$ cat src/rtl/rd_pkg.sv
package rd_pkg;
  typedef enum logic [1:0] {
    ACC_BYTE = 2'd0,
    ACC_HALF = 2'd1,
    ACC_WORD = 2'd2,
    ACC_BAD  = 2'd3
  } acc_size_e;

  localparam logic [2:0] WM_BYTE = 3'b001;
  localparam logic [2:0] WM_HALF = 3'b010;
  localparam logic [2:0] WM_WORD = 3'b100;
  localparam logic [2:0] WM_ALL  = WM_BYTE | WM_HALF | WM_WORD;
endpackage

$ cat src/rtl/rd_region_match.sv
module rd_region_match #(
  parameter int unsigned NUM_REGIONS = 8,
  parameter int unsigned OFFS_W      = 12,
  parameter logic [31:0] BASE_ADDR   = 32'h4800_0000,
  parameter logic [31:0] WINDOW      = 32'h000B_4000,
  parameter logic [31:0] REG_OFFSET [NUM_REGIONS] = '{default: 32'h0},
  parameter logic [31:0] REG_SIZE   [NUM_REGIONS] = '{default: 32'h0}
) (
  input  logic [31:0]            addr_i,
  output logic [NUM_REGIONS-1:0] hit_o,
  output logic [OFFS_W-1:0]      rel_lo_o
);
  logic [31:0] rel;
  logic        in_win;

  assign rel      = addr_i - BASE_ADDR;
  assign in_win   = (addr_i >= BASE_ADDR) && (rel < WINDOW);
  assign rel_lo_o = rel[OFFS_W-1:0];

  for (genvar r = 0; r < NUM_REGIONS; r++) begin : g_cmp
    assign hit_o[r] = in_win && (rel >= REG_OFFSET[r]) &&
                      (rel < REG_OFFSET[r] + REG_SIZE[r]);
  end
endmodule

$ cat src/rtl/rd_width_check.sv
module rd_width_check #(
  parameter int unsigned NUM_REGIONS = 8,
  parameter logic [2:0]  REG_WMASK [NUM_REGIONS] = '{default: 3'b100}
) (
  input  logic [NUM_REGIONS-1:0] hit_i,
  input  logic [1:0]             size_i,
  output logic                   ok_o
);
  import rd_pkg::*;

  logic [NUM_REGIONS-1:0] allow;

  always_comb begin
    for (int r = 0; r < NUM_REGIONS; r++) begin
      unique case (size_i)
        ACC_BYTE: allow[r] = REG_WMASK[r][0];
        ACC_HALF: allow[r] = REG_WMASK[r][1];
        ACC_WORD: allow[r] = REG_WMASK[r][2];
        default:  allow[r] = 1'b0;
      endcase
    end
  end

  assign ok_o = |(hit_i & allow);
endmodule

$ cat src/rtl/rd_target_map.sv
module rd_target_map #(
  parameter int unsigned NUM_REGIONS = 8,
  parameter int unsigned NUM_TARGETS = 4,
  parameter int unsigned TGT_FIRST [NUM_TARGETS] = '{default: 0},
  parameter int unsigned TGT_COUNT [NUM_TARGETS] = '{default: 1},
  parameter int unsigned TGT_AGENT [NUM_TARGETS] = '{default: 0}
) (
  input  logic [NUM_REGIONS-1:0] hit_i,
  output logic [NUM_TARGETS-1:0] sel_o,
  output logic                   agent_o
);
  logic [NUM_TARGETS-1:0] agent_t;

  for (genvar t = 0; t < NUM_TARGETS; t++) begin : g_tgt
    if (TGT_AGENT[t] >= TGT_COUNT[t]) begin : g_bad_cfg
      $error("agent index outside the target's region group");
    end
    logic [NUM_REGIONS-1:0] own;
    for (genvar r = 0; r < NUM_REGIONS; r++) begin : g_own
      assign own[r] = (r >= TGT_FIRST[t]) && (r < TGT_FIRST[t] + TGT_COUNT[t]);
    end
    assign sel_o[t]   = |(hit_i & own);
    assign agent_t[t] = hit_i[TGT_FIRST[t] + TGT_AGENT[t]];
  end

  assign agent_o = |agent_t;
endmodule

$ cat src/rtl/periph_region_decoder.sv
module periph_region_decoder
  import rd_pkg::*;
#(
  parameter int unsigned NUM_REGIONS      = 8,
  parameter int unsigned NUM_TARGETS      = 4,
  parameter int unsigned MAX_REGION_BYTES = 4096,
  parameter logic [31:0] BASE_ADDR        = 32'h4800_0000,
  parameter logic [31:0] WINDOW           = 32'h000B_4000,
  parameter logic [31:0] REG_OFFSET [NUM_REGIONS] = '{
    32'h4_0000, 32'h4_0800, 32'h4_1000, 32'h4_8000,
    32'h4_9000, 32'h6_E000, 32'h6_F000, 32'hB_3000},
  parameter logic [31:0] REG_SIZE [NUM_REGIONS] = '{
    32'h800, 32'h800, 32'h1000, 32'h1000,
    32'h800, 32'h1000, 32'h1000, 32'h1000},
  parameter logic [2:0] REG_WMASK [NUM_REGIONS] = '{
    WM_WORD, WM_WORD, WM_WORD, WM_ALL,
    WM_ALL, WM_WORD | WM_HALF, WM_WORD, WM_ALL},
  parameter int unsigned TGT_FIRST [NUM_TARGETS] = '{0, 3, 5, 7},
  parameter int unsigned TGT_COUNT [NUM_TARGETS] = '{3, 2, 2, 1},
  parameter int unsigned TGT_AGENT [NUM_TARGETS] = '{2, 1, 1, 0},
  localparam int unsigned IDX_W  = (NUM_REGIONS > 1) ? $clog2(NUM_REGIONS) : 1,
  localparam int unsigned OFFS_W = $clog2(MAX_REGION_BYTES)
) (
  input  logic                   clk_i,
  input  logic                   rst_ni,
  input  logic                   req_valid_i,
  input  logic [31:0]            req_addr_i,
  input  logic [1:0]             req_size_i,
  output logic                   rsp_valid_o,
  output logic                   rsp_err_o,
  output logic [NUM_TARGETS-1:0] rsp_sel_o,
  output logic [IDX_W-1:0]       rsp_region_o,
  output logic [OFFS_W-1:0]      rsp_offset_o,
  output logic                   rsp_agent_o
);
  logic [NUM_REGIONS-1:0] hit;
  logic [OFFS_W-1:0]      rel_lo;
  logic                   width_ok;
  logic [NUM_TARGETS-1:0] sel_c;
  logic                   agent_c;
  logic [IDX_W-1:0]       idx_c;
  logic [OFFS_W-1:0]      offs_c;
  logic                   err_c;

  rd_region_match #(
    .NUM_REGIONS(NUM_REGIONS), .OFFS_W(OFFS_W),
    .BASE_ADDR(BASE_ADDR), .WINDOW(WINDOW),
    .REG_OFFSET(REG_OFFSET), .REG_SIZE(REG_SIZE)
  ) u_match (
    .addr_i  (req_addr_i),
    .hit_o   (hit),
    .rel_lo_o(rel_lo)
  );

  rd_width_check #(
    .NUM_REGIONS(NUM_REGIONS), .REG_WMASK(REG_WMASK)
  ) u_width (
    .hit_i (hit),
    .size_i(req_size_i),
    .ok_o  (width_ok)
  );

  rd_target_map #(
    .NUM_REGIONS(NUM_REGIONS), .NUM_TARGETS(NUM_TARGETS),
    .TGT_FIRST(TGT_FIRST), .TGT_COUNT(TGT_COUNT), .TGT_AGENT(TGT_AGENT)
  ) u_tmap (
    .hit_i  (hit),
    .sel_o  (sel_c),
    .agent_o(agent_c)
  );

  // lowest hit wins; regions are disjoint so at most one hits
  always_comb begin
    idx_c  = '0;
    offs_c = '0;
    for (int r = NUM_REGIONS - 1; r >= 0; r--) begin
      if (hit[r]) begin
        idx_c  = IDX_W'(r);
        offs_c = rel_lo - REG_OFFSET[r][OFFS_W-1:0];
      end
    end
  end

  // unowned regions count as unmapped
  assign err_c = !width_ok || (sel_c == '0);

  always_ff @(posedge clk_i or negedge rst_ni) begin
    if (!rst_ni) begin
      rsp_valid_o  <= 1'b0;
      rsp_err_o    <= 1'b0;
      rsp_sel_o    <= '0;
      rsp_region_o <= '0;
      rsp_offset_o <= '0;
      rsp_agent_o  <= 1'b0;
    end else begin
      rsp_valid_o <= req_valid_i;
      rsp_err_o   <= req_valid_i && err_c;
      if (req_valid_i && !err_c) begin
        rsp_sel_o    <= sel_c;
        rsp_region_o <= idx_c;
        rsp_offset_o <= offs_c;
        rsp_agent_o  <= agent_c;
      end else begin
        rsp_sel_o    <= '0;
        rsp_region_o <= '0;
        rsp_offset_o <= '0;
        rsp_agent_o  <= 1'b0;
      end
    end
  end

  p_rsp_follows_req_r1: assert property (@(posedge clk_i) disable iff (!rst_ni)
    req_valid_i |=> rsp_valid_o);

  p_idle_quiet_r1: assert property (@(posedge clk_i) disable iff (!rst_ni)
    !rsp_valid_o |-> (rsp_sel_o == '0 && !rsp_err_o && !rsp_agent_o));

  p_good_has_sel_r2: assert property (@(posedge clk_i) disable iff (!rst_ni)
    (rsp_valid_o && !rsp_err_o) |-> ($countones(rsp_sel_o) == 1));

  p_err_clean_r9: assert property (@(posedge clk_i) disable iff (!rst_ni)
    rsp_err_o |-> (rsp_sel_o == '0 && rsp_offset_o == '0 &&
                   rsp_region_o == '0 && !rsp_agent_o));

  p_agent_in_sel_r8: assert property (@(posedge clk_i) disable iff (!rst_ni)
    rsp_agent_o |-> ($countones(rsp_sel_o) == 1));

  p_sel_onehot_r10: assert property (@(posedge clk_i) disable iff (!rst_ni)
    $onehot0(rsp_sel_o));

  p_bad_size_err_r7: assert property (@(posedge clk_i) disable iff (!rst_ni)
    (req_valid_i && req_size_i == ACC_BAD) |=> rsp_err_o);
endmodule

$ cat config.mk
export PLATFORM = sky130hd
export DESIGN_NAME = periph_region_decoder
export DESIGN_NICKNAME = d
export VERILOG_FILES = /design/src/rtl/rd_pkg.sv /design/src/rtl/rd_region_match.sv /design/src/rtl/rd_width_check.sv /design/src/rtl/rd_target_map.sv /design/src/rtl/periph_region_decoder.sv
export SDC_FILE = /design/constraint.sdc
export NUM_CORES = 1
export LEC_CHECK = 0
export BUFFER_PORTS_ARGS = -buffer_cell sky130_fd_sc_hd__buf_2
export CORE_AREA = 2 2 56 58
export DETAILED_ROUTE_END_ITERATION = 10
export DIE_AREA = 0 0 58 60
export GPL_TIMING_DRIVEN = 0
export PLACE_DENSITY = 0.74
export SLEW_MARGIN = 20
export SYNTH_ARGS = -nofsm -noshare
export SYNTH_HDL_FRONTEND = slang
export SYNTH_HIERARCHICAL = 1
export SYNTH_SLANG_ARGS = --single-unit
export TNS_END_PERCENT = 1
$ cat constraint.sdc
create_clock -name clk_i -period 0.8 [get_ports clk_i]
set_input_delay 0.16 -clock clk_i [delete_from_list [all_inputs] [get_ports clk_i]]
set_output_delay 0.16 -clock clk_i [all_outputs]
set_load 0.005 [all_outputs]
* Yosys cells after proc, flatten, opt, wreduce, memory -nomap -nowiden
Cells that the tools add are included.
Storage, ports and cells: register bits 22, bits of input ports 37
Operators by class: $add $sub $neg 2, magnitude comparators 17, multiplexer cells 23, bitwise operators 1, equality and inequality tests 2, reductions and logical operators 31
Operators by type and width (count):
- >= comparator 32 x 19 -> 1 bit (second input constant) | 7
- less-than comparator 32 x 19 -> 1 bit (second input constant) | 7
- 2-to-1 mux 12 bit | 9
- >= comparator 32 x 20 -> 1 bit (second input constant) | 1
- >= comparator 32 x 31 -> 1 bit (second input constant) | 1
- less-than comparator 32 x 20 -> 1 bit (second input constant) | 1
- subtractor 32 x 31 -> 32 bit (second input constant) | 1
- 2-to-1 mux 3 bit | 9
- logical AND 1 bit | 19
- subtractor 12 bit (second input constant) | 1
- bitwise AND 8 bit | 1
- OR reduction 8 bit | 1
- OR reduction 2 bit | 3
- OR reduction 3 bit | 2
- zero test 4 bit | 1
- 2-to-1 mux 1 bit | 4
- 2-to-1 mux 4 bit | 1
- OR reduction 4 bit | 1
- equality test 2 x 1 -> 1 bit (second input constant) | 1
- equality test 2 bit (second input constant) | 1
- zero test 1 bit | 2
- zero test 2 bit | 1
- logical OR 1 bit | 1

* Longest topological paths before layout
depth in word-level cells 14, gate-level depth with buffers 12, depth with buffers taken out 11

* By module
The synthesis kept the hierarchy.
Modules (own cells, without submodules):
- periph_region_decoder | cells an instance 63, instances 1, area each 798.3 sq um
- rd_region_match | cells an instance 48, instances 1, area each 360.3 sq um
- rd_width_check | cells an instance 7, instances 1, area each 62.6 sq um
- rd_target_map | cells an instance 5, instances 1, area each 33.8 sq um

* Worst setup path after synthesis
OpenSTA, ideal clock, no wires.
kind in2reg, from input req_addr_i[27], to register rsp_offset_o[10], stages on the path 12, arrival 2962 ps, setup slack -2228 ps, cells stage by stage inv_1 > ha_1 > or4b_4 > nor4_4 > o21ai_2 > nor4_1 > nor3_1 > o221ai_1 > o41ai_1 > a311oi_1 > buf_4 > and2_1
RTL lines:
- start: declaration | RTL line periph_region_decoder.sv:27 | input logic [31:0] req_addr_i,
- subtractor 32 x 31 -> 32 bit | RTL line rd_region_match.sv:16 | assign rel = addr_i - BASE_ADDR;
- less-than comparator 32 x 20 -> 1 bit | RTL line rd_region_match.sv:17 | assign in_win = (addr_i >= BASE_ADDR) && (rel < WINDOW);
- logical AND 1 bit | RTL line rd_region_match.sv:17
- logical AND 1 bit | RTL line rd_region_match.sv:21 | assign hit_o[r] = in_win && (rel >= REG_OFFSET[r]) &&
- logical AND 1 bit (*) | RTL line rd_region_match.sv:21
- via hit[4] | RTL line periph_region_decoder.sv:36 | logic [NUM_REGIONS-1:0] hit;
- bitwise AND 8 bit (*) | RTL line rd_width_check.sv:24 | assign ok_o = |(hit_i & allow);
- OR reduction 8 bit (*) | RTL line rd_width_check.sv:24
- via width_ok | RTL line periph_region_decoder.sv:38 | logic width_ok;
- zero test 1 bit (*) | RTL line periph_region_decoder.sv:85 | assign err_c = !width_ok || (sel_c == '0);
- logical OR 1 bit (*) | RTL line periph_region_decoder.sv:85
- zero test 1 bit (*) | RTL line periph_region_decoder.sv:98 | if (req_valid_i && !err_c) begin
- logical AND 1 bit (*) | RTL line periph_region_decoder.sv:98
- 2-to-1 mux 12 bit (*) | RTL line periph_region_decoder.sv:98
- end signal: assignment | RTL line periph_region_decoder.sv:101 | rsp_offset_o <= offs_c;
- end: declaration | RTL line periph_region_decoder.sv:33 | output logic [OFFS_W-1:0] rsp_offset_o,
Mark *: on every way through the listed nets, which the timed path passes. The rest lies on a longest branch.

* Worst setup path in the final report
from input req_addr_i[27], to register rsp_offset_o[6]
The elaborated chain is that of the path after synthesis.

==> reports/qor.csv <==
stage,metric,value,unit
min_path,Worst Hold Class,input pin to register,
synthesis,Synth async-reset ratio,100,%
power_and_ir_drop,worst vdd ir,0.000898,V
die,die extent in x,58,um
clock_tree,CTS tree,done,
grt,number of global-route vias before repair,1080,
timing,Worst slew margin,61.7,%
detailed_routing,DRT Pass-1 Iters,4,
worst_setup_path,worst-path fanout max,8,
synthesis,Synth Register Bits,22,
die,row count,20,
grt,GRT Total Usage,17.1,%
detailed_routing,vias per cell,5.16,
synthesis,post-synthesis compound-gate area fraction,9.67,%
worst_setup_path,CP Launch Type,input pin,
die,Initial Util,43.2,%
detailed_routing,Wirelength per Cell,13.3,um
grt,grt ovf,0,
clock_tree,H-tree depth,1,
detailed_routing,Vias,1136,
grt,pin count of the biggest net entering global routing,23,
power_and_ir_drop,Power Density,1060,nW/um2
clock_tree,clock slew at reported path FFs,110,ps
timing,final max-slew violation count,0,
timing,final worst-path cycle share,338,%
synthesis,synthesized area,1250,um2
synthesis,share of Yosys cell area claimed by the top area cell type,43.9,%
place,detailed placer's ending HPWL,2150,um
min_path,WHS Endpoint,rsp_valid_o,
worst_setup_path,critical path cell sequence,buf_8 > inv_8 > ha_4 > or4b_4 > nor4_4 > o21ai_4 > nor4b_4 > o41ai_2 > o221ai_2 > o41ai_2 > a311oi_2 > buf_4 > and2_4,
timing,Final Hold Vio Count,0,
synthesis,"EDFF count, synth",0,
synthesis,Synth Area in XOR/XNOR,0.698,%
synthesis,Yosys cell types,38,
synthesis,largest area contributor in the netlist,dfrtp_1,
place,routability cong.,0.701,
die,Core ar.,2900,um2
worst_setup_path,CP Capture Type,register,
clock_tree,Clock Root Buffer,clkbuf_4,
synthesis,top post-synthesis cells by count,"22 x dfrtp_1, 14 x buf_4, 11 x and2_1, 8 x nor2_1, 7 x inv_1",
detailed_routing,Routed Wire Length,2920,um
detailed_routing,DRT antenna net count,0,
synthesis,sequential-to-total area share from yosys stat,43.9,%
detailed_routing,drt drc,0,
worst_setup_path,CP Class,input pin to register,
clock_tree,TritonCTS buffer count,3,
synthesis,post-synthesis mux area share,0,%
synthesis,syn_nets,163,
min_path,hold path depth,1,
timing,Least-Margin Pin Slew,572,ps
synthesis,Adder-Cell Fraction of Synth Area,2.99,%
final_layout,Inserted Diodes,0,
synthesis,largest family of logic cells by synthesized area,simple AND/OR/NAND/NOR gates,
die,IO Count,59,
grt,initial antenna violation count,0,
power_and_ir_drop,LEAKAGE,0.000999,uW
clock_tree,CTS Buffer Depth,2,
worst_setup_path,critical path arrival,2950,ps
synthesis,top_reg_cell synth,dfrtp_1,
final_layout,NumNets Final,228,
die,die area,3480,um2
status,status,"finished, violations left",
status,failing checks,setup timing,
final_layout,Area Overhead vs Synth,50.1,%
worst_setup_path,CP max stage delay,460,ps
synthesis,Synth warnings,6,
synthesis,Synth Area in Simple Gates,32.3,%
synthesis,Gate Count Post-Synth,123,
final_layout,share of cells above drive strength 1,61.0,%
detailed_routing,DR iter-0 viols,14,
synthesis,cell with the most instances after synthesis,dfrtp_1,
die,Die H,60,um
worst_setup_path,critical path's slowest cell,or4b_4,
timing,fmax,0.370,GHz
timing,WHS,45.4,ps
timing,RSZ-0062 raised after global routing,yes,
place,Setup WS pre-CTS,-2500,ps
place,port buffer count,47,
grt,first-pass GRT wire length,4600,um
timing,final setup margin,-1900,ps
clock_tree,clk sinks,22,
worst_setup_path,cell mode on critical path,o41ai_2,
min_path,Min-Delay Startpoint,req_valid_i,
timing,Setup TNS,-39990,ps
timing,final setup fails,43,
timing,Tmin final,2700,ps
worst_setup_path,CP required,1040,ps
synthesis,main area contributors after synthesis,"dfrtp_1 44%, buf_4 8.4%, and2_1 5.5%, ha_1 3.0%, nor4_1 3.0%",
synthesis,Post-Syn Area per Cell,10.2,um2
flow_run,MaxCap Viol Count,0,
## power by group
part | total [uW] | switching [uW] | internal, uW
sequential | 1120 | 1.91 | 1120
clock | 582 | 305 | 277
combinational | 290 | 147 | 143
## cells by family (layout without fill, tap and decap cells)
kind of cell	Yosys count	count (layout)
fa+ha+maj	3	3
simple gates	60	60
buf+inv	21	85
xor+xnor	1	1
flops	22	22
compound gates	16	16
## worst max path at each step
stage / startpoint / to / slack, ps / depth (start not counted)
6_report: req_addr_i[27] / rsp_offset_o[6] / -1900 / 13
5_1_grt: req_addr_i[27] / rsp_offset_o[10] / -2020 / 13
4_1_cts: req_addr_i[27] / rsp_offset_o[6] / -1900 / 13
3_5_place_dp: req_addr_i[27] / rsp_offset_o[6] / -2500 / 13
3_3_place_gp: req_addr_i[27] / rsp_offset_o[5] / -2380 / 13
2_1_floorplan: req_addr_i[27] / rsp_offset_o[10] / -1950 / 12
## cell usage in the layout (no fill, tap or decap), types with 3 or more instances in the layout
master,n
inv_1,5
and2_4,6
o21ai_0,3
dfrtp_1,22
buf_4,26
nor4_4,6
or2_2,3
nand2b_1,5
clkbuf_4,3
and2_1,5
or3_1,3
buf_2,45
and3_1,3
nor2_1,7
## area by class of cell
type / count / area [um2]
Clock buffer: 4 / 36.3
Timing Repair Buffer: 60 / 352
Fill cell: 251 / 1020
Buffer: 14 / 105
Tap cell: 33 / 41.3
Inverter: 7 / 36.3
Multi-Input combinational cell: 80 / 762
Sequential cell: 22 / 551
## flip-flops by register name, summed over array words and instances (netlist names)
name / cells
rsp_err_o: 1
rsp_valid_o: 1
rsp_agent_o: 1
rsp_offset_o: 12
rsp_region_o: 3
rsp_sel_o: 4
## through the flow
step                      total power [uW]  instances  util (%)  cell area, um2
final                                 1990        220      64.9            1880
after floorplan                       1260        123         -            1350
after CTS                             1980        212      59.3            1720
after detailed placement              1390        203      55.9            1620
after global placement                1380        203      55.9            1620
after global routing                  2110        220      64.9            1880
## worst max-delay path: cells and delay by family
family	cells	cell delay [ps]
compound gates	5	880
buf+inv	3	320
simple gates	4	1340
fa+ha+maj	1	240
## metal layers
layer | share of wire (%) | vias to the layer above | GRT usage (%)
met4 | 0.79 | 0 | 5.98
met2 | 56 | 48 | 32.1
met3 | 7.6 | 4 | 3.90
li1 | - | 560 | -
met5 | 0 | - | 0
met1 | 36 | 524 | 19.0
## what timing repair did
| item | in CTS | in global routing |
|---|---|---|
| pin swaps | 7 | 15 |
| setup buffers | 4 | 8 |
| endpoints found under the setup margin | 43 | 43 |
| gates cloned | 0 | 1 |
| hold buffers | 1 | 0 |
| gates resized for setup | 6 | 29 |
| endpoints found under the hold margin | 22 | 0 |
No activity file was read; power rests on OpenSTA's default activity.
